==> src/rtl/pwr_seq_pkg.sv <==
package pwr_seq_pkg;
  typedef enum logic [1:0] {
    SQ_STBY = 2'd0,
    SQ_RISE = 2'd1,
    SQ_ON   = 2'd2,
    SQ_FALL = 2'd3
  } sq_state_t;
endpackage

==> src/rtl/pwr_seq_timer.sv <==
module pwr_seq_timer #(
  parameter int CNT_W = 7
) (
  input  logic             clk,
  input  logic             rst_n,
  input  logic             clr,
  input  logic             adv,
  output logic [CNT_W-1:0] cnt
);
  localparam logic [CNT_W-1:0] TOP = '1;

  logic [CNT_W-1:0] cnt_d;
  logic             cnt_en;

  always_comb begin
    cnt_en = clr | (adv && (cnt != TOP));
    cnt_d  = clr ? '0 : cnt + CNT_W'(1);
  end

  always_ff @(posedge clk or negedge rst_n) begin
    if (!rst_n)      cnt <= '0;
    else if (cnt_en) cnt <= cnt_d;
  end

  AST_TMR_SAT: assert property (@(posedge clk) disable iff (!rst_n)
    (cnt == TOP && adv && !clr) |=> (cnt == TOP));
  AST_TMR_CLR: assert property (@(posedge clk) disable iff (!rst_n)
    clr |=> (cnt == '0));
endmodule

==> src/rtl/pwr_seq_ctrl.sv <==
module pwr_seq_ctrl
  import pwr_seq_pkg::*;
#(
  parameter int N     = 5,
  parameter int DLY_W = 6,
  parameter int CNT_W = 7,
  parameter int WD_MS = 128
) (
  input  logic               clk,
  input  logic               rst_n,
  input  logic               tick,
  input  logic               start_req,
  input  logic               ack_pin,
  input  logic               ack_reg,
  input  logic               off_req,
  input  logic [N*DLY_W-1:0] cfg_in,
  input  logic [CNT_W-1:0]   cnt,
  output sq_state_t          st_q,
  output logic [N*DLY_W-1:0] cfg_q,
  output logic               tmr_clr,
  output logic               tmr_adv
);
  localparam logic [CNT_W-1:0] SPAN    = CNT_W'((1 << DLY_W) - 1);
  localparam logic [CNT_W-1:0] WD_LAST = CNT_W'(WD_MS - 1);

  sq_state_t st_d;
  logic      acked_q, acked_d;
  logic      cfg_en;
  logic      ack_any;

  assign ack_any = acked_q | ack_pin | ack_reg;

  always_comb begin
    st_d    = st_q;
    acked_d = acked_q;
    cfg_en  = 1'b0;
    tmr_clr = 1'b0;
    case (st_q)
      SQ_STBY: begin
        if (start_req) begin
          st_d    = SQ_RISE;
          tmr_clr = 1'b1;
          cfg_en  = 1'b1;
          acked_d = 1'b0;
        end
      end
      SQ_RISE: begin
        if (ack_any) acked_d = 1'b1;
        if (cnt == SPAN) st_d = SQ_ON;
      end
      SQ_ON: begin
        if (off_req) begin
          st_d    = SQ_FALL;
          tmr_clr = 1'b1;
        end else if (!ack_any && tick && (cnt == WD_LAST)) begin
          st_d    = SQ_FALL;
          tmr_clr = 1'b1;
        end else if (ack_any) begin
          acked_d = 1'b1;
        end
      end
      SQ_FALL: begin
        if (cnt == SPAN) begin
          st_d    = SQ_STBY;
          tmr_clr = 1'b1;
        end
      end
      default: st_d = SQ_STBY;
    endcase
    tmr_adv = tick && (st_q != SQ_STBY) && !tmr_clr;
  end

  always_ff @(posedge clk or negedge rst_n) begin
    if (!rst_n) begin
      st_q    <= SQ_STBY;
      acked_q <= 1'b0;
    end else begin
      st_q    <= st_d;
      acked_q <= acked_d;
    end
  end

  always_ff @(posedge clk or negedge rst_n) begin
    if (!rst_n)      cfg_q <= '0;
    else if (cfg_en) cfg_q <= cfg_in;
  end

  AST_NO_RESTART: assert property (@(posedge clk) disable iff (!rst_n)
    (st_q == SQ_FALL) |=> (st_q != SQ_RISE));
  AST_WD_FIRE: assert property (@(posedge clk) disable iff (!rst_n)
    (st_q == SQ_ON && !acked_q && !ack_pin && !ack_reg && tick && cnt == WD_LAST)
      |=> (st_q == SQ_FALL));
  AST_ACK_HOLD: assert property (@(posedge clk) disable iff (!rst_n)
    (st_q == SQ_ON && ack_any && !off_req) |=> (st_q == SQ_ON));
  AST_CFG_HOLD: assert property (@(posedge clk) disable iff (!rst_n)
    (st_q != SQ_STBY) |=> $stable(cfg_q));
  AST_OFF_IGN: assert property (@(posedge clk) disable iff (!rst_n)
    (st_q == SQ_RISE && cnt != SPAN) |=> (st_q == SQ_RISE));
endmodule

==> src/rtl/pwr_seq_rail.sv <==
module pwr_seq_rail
  import pwr_seq_pkg::*;
#(
  parameter int DLY_W = 6,
  parameter int CNT_W = 7
) (
  input  sq_state_t        st,
  input  logic [CNT_W-1:0] cnt,
  input  logic [DLY_W-1:0] dly,
  output logic             en
);
  logic [DLY_W-1:0] off_dly;
  logic             rise_hit;
  logic             fall_keep;

  always_comb begin
    off_dly   = ~dly;
    rise_hit  = cnt >= CNT_W'(dly);
    fall_keep = cnt < CNT_W'(off_dly);
    case (st)
      SQ_RISE, SQ_ON: en = rise_hit;
      SQ_FALL:        en = fall_keep;
      default:        en = 1'b0;
    endcase
  end
endmodule

==> src/rtl/pwr_rail_seq.sv <==
module pwr_rail_seq
  import pwr_seq_pkg::*;
#(
  parameter int NUM_RAILS = 5,
  parameter int DLY_W     = 6,
  parameter int WD_MS     = 128
) (
  input  logic                       clk,
  input  logic                       rst_n,
  input  logic                       tick_1ms,
  input  logic                       pwr_on_req,
  input  logic                       ack_pin,
  input  logic                       ack_reg_bit,
  input  logic                       pwr_off_req,
  input  logic [NUM_RAILS*DLY_W-1:0] dly_cfg,
  output logic [NUM_RAILS-1:0]       rail_en,
  output logic                       busy,
  output logic                       active
);
  localparam int CNT_W = $clog2(WD_MS);

  logic [1:0]                 rst_sync;
  logic                       rst_core_n;
  sq_state_t                  st;
  logic [NUM_RAILS*DLY_W-1:0] cfg_q;
  logic [CNT_W-1:0]           cnt;
  logic                       tmr_clr;
  logic                       tmr_adv;

  always_ff @(posedge clk or negedge rst_n) begin
    if (!rst_n) rst_sync <= 2'b00;
    else        rst_sync <= {rst_sync[0], 1'b1};
  end
  assign rst_core_n = rst_sync[1];

  pwr_seq_ctrl #(
    .N(NUM_RAILS), .DLY_W(DLY_W), .CNT_W(CNT_W), .WD_MS(WD_MS)
  ) u_ctrl (
    .clk(clk), .rst_n(rst_core_n), .tick(tick_1ms),
    .start_req(pwr_on_req), .ack_pin(ack_pin), .ack_reg(ack_reg_bit),
    .off_req(pwr_off_req), .cfg_in(dly_cfg), .cnt(cnt),
    .st_q(st), .cfg_q(cfg_q), .tmr_clr(tmr_clr), .tmr_adv(tmr_adv)
  );

  pwr_seq_timer #(.CNT_W(CNT_W)) u_tmr (
    .clk(clk), .rst_n(rst_core_n), .clr(tmr_clr), .adv(tmr_adv), .cnt(cnt)
  );

  for (genvar i = 0; i < NUM_RAILS; i++) begin : g_rail
    pwr_seq_rail #(.DLY_W(DLY_W), .CNT_W(CNT_W)) u_rail (
      .st(st), .cnt(cnt), .dly(cfg_q[i*DLY_W +: DLY_W]), .en(rail_en[i])
    );

    AST_RISE_KEEP: assert property (@(posedge clk) disable iff (!rst_core_n)
      (st == SQ_RISE && rail_en[i]) |=> rail_en[i]);
    AST_FALL_NO_RELIGHT: assert property (@(posedge clk) disable iff (!rst_core_n)
      (st == SQ_FALL && !rail_en[i]) |=> !rail_en[i]);
  end

  assign busy   = (st == SQ_RISE) || (st == SQ_FALL);
  assign active = (st == SQ_ON);

  AST_STBY_DARK: assert property (@(posedge clk) disable iff (!rst_core_n)
    (st == SQ_STBY) |-> (rail_en == '0));
  AST_ON_FULL: assert property (@(posedge clk) disable iff (!rst_core_n)
    active |-> (&rail_en));
endmodule

==> config.mk <==
export PLATFORM = sky130hd
export DESIGN_NAME = pwr_rail_seq
export DESIGN_NICKNAME = d
export VERILOG_FILES = /design/src/rtl/pwr_seq_pkg.sv /design/src/rtl/pwr_seq_timer.sv /design/src/rtl/pwr_seq_ctrl.sv /design/src/rtl/pwr_seq_rail.sv /design/src/rtl/pwr_rail_seq.sv
export SDC_FILE = /design/constraint.sdc
export NUM_CORES = 1
export LEC_CHECK = 0
export BUFFER_PORTS_ARGS = -buffer_cell sky130_fd_sc_hd__clkbuf_2
export CAP_MARGIN = 20
export CORE_MARGIN = 2
export CORE_UTILIZATION = 35
export DETAILED_ROUTE_END_ITERATION = 6
export SKIP_CTS_REPAIR_TIMING = 1
export SLEW_MARGIN = 20
export SYNTH_ARGS = -nofsm -noshare
export SYNTH_HDL_FRONTEND = slang
export SYNTH_SLANG_ARGS = --single-unit
==> constraint.sdc <==
create_clock -name clk -period 3.5 [get_ports clk]
set_input_delay 0.7 -clock clk [delete_from_list [all_inputs] [get_ports clk]]
set_output_delay 0.7 -clock clk [all_outputs]
set_load 0.01 [all_outputs]
==> results.cfg <==
[worst_hold_path]
hold_class = input pin to asynchronous set/reset pin

[place]
dp_hpwl_mm = 4.94
place_congestion = 0.839
dp.cells = 462
io_buffers = 43
pre_cts_ws_ns = 0.769

[clock_tree]
cts_tree = done
numCtsBuffers = 5
clk_pin_slew_worst_paths_ns = 0.08
htreeDepth = 2
cts.sink_count = 42
worstSkewPairLatency_ns = 0.29
cts_root_buf = clkbuf_8
cts_buffer_depth = 2

[route]
drt-initial-drc-count = 75
viasPerCell = 5.18
route.vias.total = 2428
dr.pass1.iters = 4
ant_nets = 0
wire_per_inst_um = 14.5
drcViolationCount = 0
drt-total-wl_mm = 6.79

[finish]
drive_gt1_share_pct = 23.7
antenna_cells = 0
multi_input_area_um2 = 2000
area_delta_synth_final_pct = 11.1
nets = 461
fill_cells = 936
finalNonFillerCells = 469
post-route-util_pct = 39.9
regArea_um2 = 1050

[power_and_ir_drop]
total_power_mw = 2.81
ir_worst_vdd_mv = 0.301
leakage_nw = 1.89
powerDensity_nw_per_um2 = 766

[die]
die_y_um = 101
die_w_um = 101
core_area_um2 = 9200
floorplan.initialDensity_pct = 35.9
rows = 35
io_pins = 44
die_area_um2 = 10200

[setup_path]
critPathLaunchType = register
worstPathBufferInverterCount = 1
worst_path_largest_cell_delay_ns = 0.54
crit_type = register to output pin
r2r-start = u_tmr.cnt[1]$_DFFE_PN0P_
r2r-end = u_tmr.cnt[4]$_DFFE_PN0P_
end_kind = output pin
critical_path.top_delay_family = flip-flops
worstPathArrival_ns = 2.37
r2r_setup_slack_ns = 0.99
worstPathMaxFanout = 12
worstPathRequired_ns = 2.80
ff2ff_path_depth = 5
critical_path.slowest_cell = dfrtp_1
crit_path_cell_trace = ha_1 -> or4bb_1 -> o311ai_0 -> o31ai_1 -> o22ai_1 -> clkbuf_2

[synthesis]
yosysTopAreaCellShare_pct = 31.8
synthFlopType = dfrtp_1
synth_cell_type_count = 42
async_reset_ff_share_pct = 100
synthCells = 319
synthTopCellsByCount = 66 x ha_1, 46 x inv_1, 42 x dfrtp_1
synth_area_leaders = dfrtp_1 32%, ha_1 25%, mux2_2 10%
synth_top_family_by_area = adder cells
yosysTopAreaCell = dfrtp_1
synth_nets = 422
syn_avg_cell_area_um2 = 10.4
synth-seq-area-share_pct = 31.8
syn_area_um2 = 3300
synthAdderAreaFrac_pct = 25.0
synthSimpleGateAreaFrac_pct = 7.84
ys_ff_latch = 42
yosysWarnings = 0
muxShareOfSynthArea_pct = 10.9
synth-edff-count = 0
synth.most_common_cell = ha_1
synth_compound_area_share_pct = 15.9
synth_xor_area_share_pct = 0.796

[timing]
relSlewSlack_pct = 58.1
fin_crit_sh_pct = 87.6
finalSetupTns_ns = 0
rsz0062_at_grt = false
final_max_slew_viol_count = 0
setup_viol = 0
fin_ws_ns = 0.433
hold_violations = 0
skew_ns = 0.00963
fmax_mhz = 326
tightest_slew_ns = 0.628
fin_crit_ns = 3.07

[global_routing]
groute.usage.overall_pct = 14.5
grt_max_degree = 41
overflow = 0
antenna_found_initial = 0
grt_first_pass_wirelength_mm = 11.6
grt_pass1_vias = 2466

[status]
run_status = finished clean

[flow_run]
maxCapViolCount = 0
-- kinds of logic (layout without fill, tap and decap cells) --
family,after synthesis,count (layout)
other cells,1,1
xor+xnor,3,3
buf+inv,59,98
compound gates,73,73
mux,32,32
fa+ha+maj,66,66
flops,42,42
simple gates,43,43
-- metrics by stage --
| stage | hold slack (ns) | cell area (um^2) |
|---|---|---|
| after floorplan | 0.331 | 3300 |
| after global placement | 0.327 | 3590 |
| after detailed placement | 0.334 | 3590 |
| after CTS | 0.157 | 3670 |
| after global routing | 0.163 | 3670 |
| final | 0.173 | 3670 |
-- metal layers --
| layer | global-route usage, % | routed length, um | up-vias |
|---|---|---|---|
| met5 | 0 | 0 | - |
| met4 | 5.72 | 104 | 0 |
| met3 | 2.83 | 255 | 10 |
| met2 | 24.8 | 3330 | 49 |
| met1 | 18.0 | 3100 | 1157 |
| li1 | - | - | 1212 |
-- report_power, final --
group          switching (mW)  internal, mW
logic                   0.813         0.755
clock network           0.165         0.138
registers               0.234         0.703
total                    1.21          1.60
-- how the worst max path moves through the flow --
stage	startpoint	endpoint	slack (ns)	cells past startpoint
2_1_floorplan	u_tmr.cnt[5]$_DFFE_PN0P_	rail_en[4]	1.01	6
3_3_place_gp	u_tmr.cnt[5]$_DFFE_PN0P_	rail_en[4]	0.82	6
3_5_place_dp	u_tmr.cnt[5]$_DFFE_PN0P_	rail_en[2]	0.77	6
4_1_cts	u_tmr.cnt[5]$_DFFE_PN0P_	rail_en[2]	0.43	6
5_1_grt	u_tmr.cnt[5]$_DFFE_PN0P_	rail_en[4]	0.32	6
6_report	u_tmr.cnt[5]$_DFFE_PN0P_	rail_en[4]	0.43	6
-- sequential cells by signal, summed over array words and instances, names as in the netlist --
name	cells
u_ctrl.st_q	2
u_ctrl.acked_q	1
u_tmr.cnt	7
u_ctrl.cfg_q	30
rst_sync	2
-- layout make-up --
cell class / instances / share of cell area, %
well taps: 111 / 3.79
inverters: 46 / 4.71
multi-input cells: 218 / 54.5
clock buffers: 7 / 2.08
repair buffers: 45 / 6.28
flip-flops and latches: 42 / 28.6
-- cells in the final DEF (no fill, tap or decap), types with 3 or more instances in the layout --
| master | instances |
|---|---|
| clkbuf_8 | 5 |
| mux2_2 | 30 |
| or4bb_1 | 5 |
| o21bai_1 | 5 |
| a221oi_1 | 6 |
| ha_1 | 66 |
| o21a_1 | 5 |
| nand2_1 | 13 |
| o311ai_0 | 5 |
| inv_1 | 46 |
| xnor2_1 | 3 |
| o211ai_1 | 5 |
| clkbuf_2 | 43 |
| a21oi_1 | 10 |
| a211oi_1 | 6 |
| o31ai_1 | 5 |
| nor2_1 | 12 |
| o22ai_1 | 5 |
| o21ai_0 | 11 |
| dfrtp_1 | 42 |
Note: power is estimated with default switching activity, not from simulation.
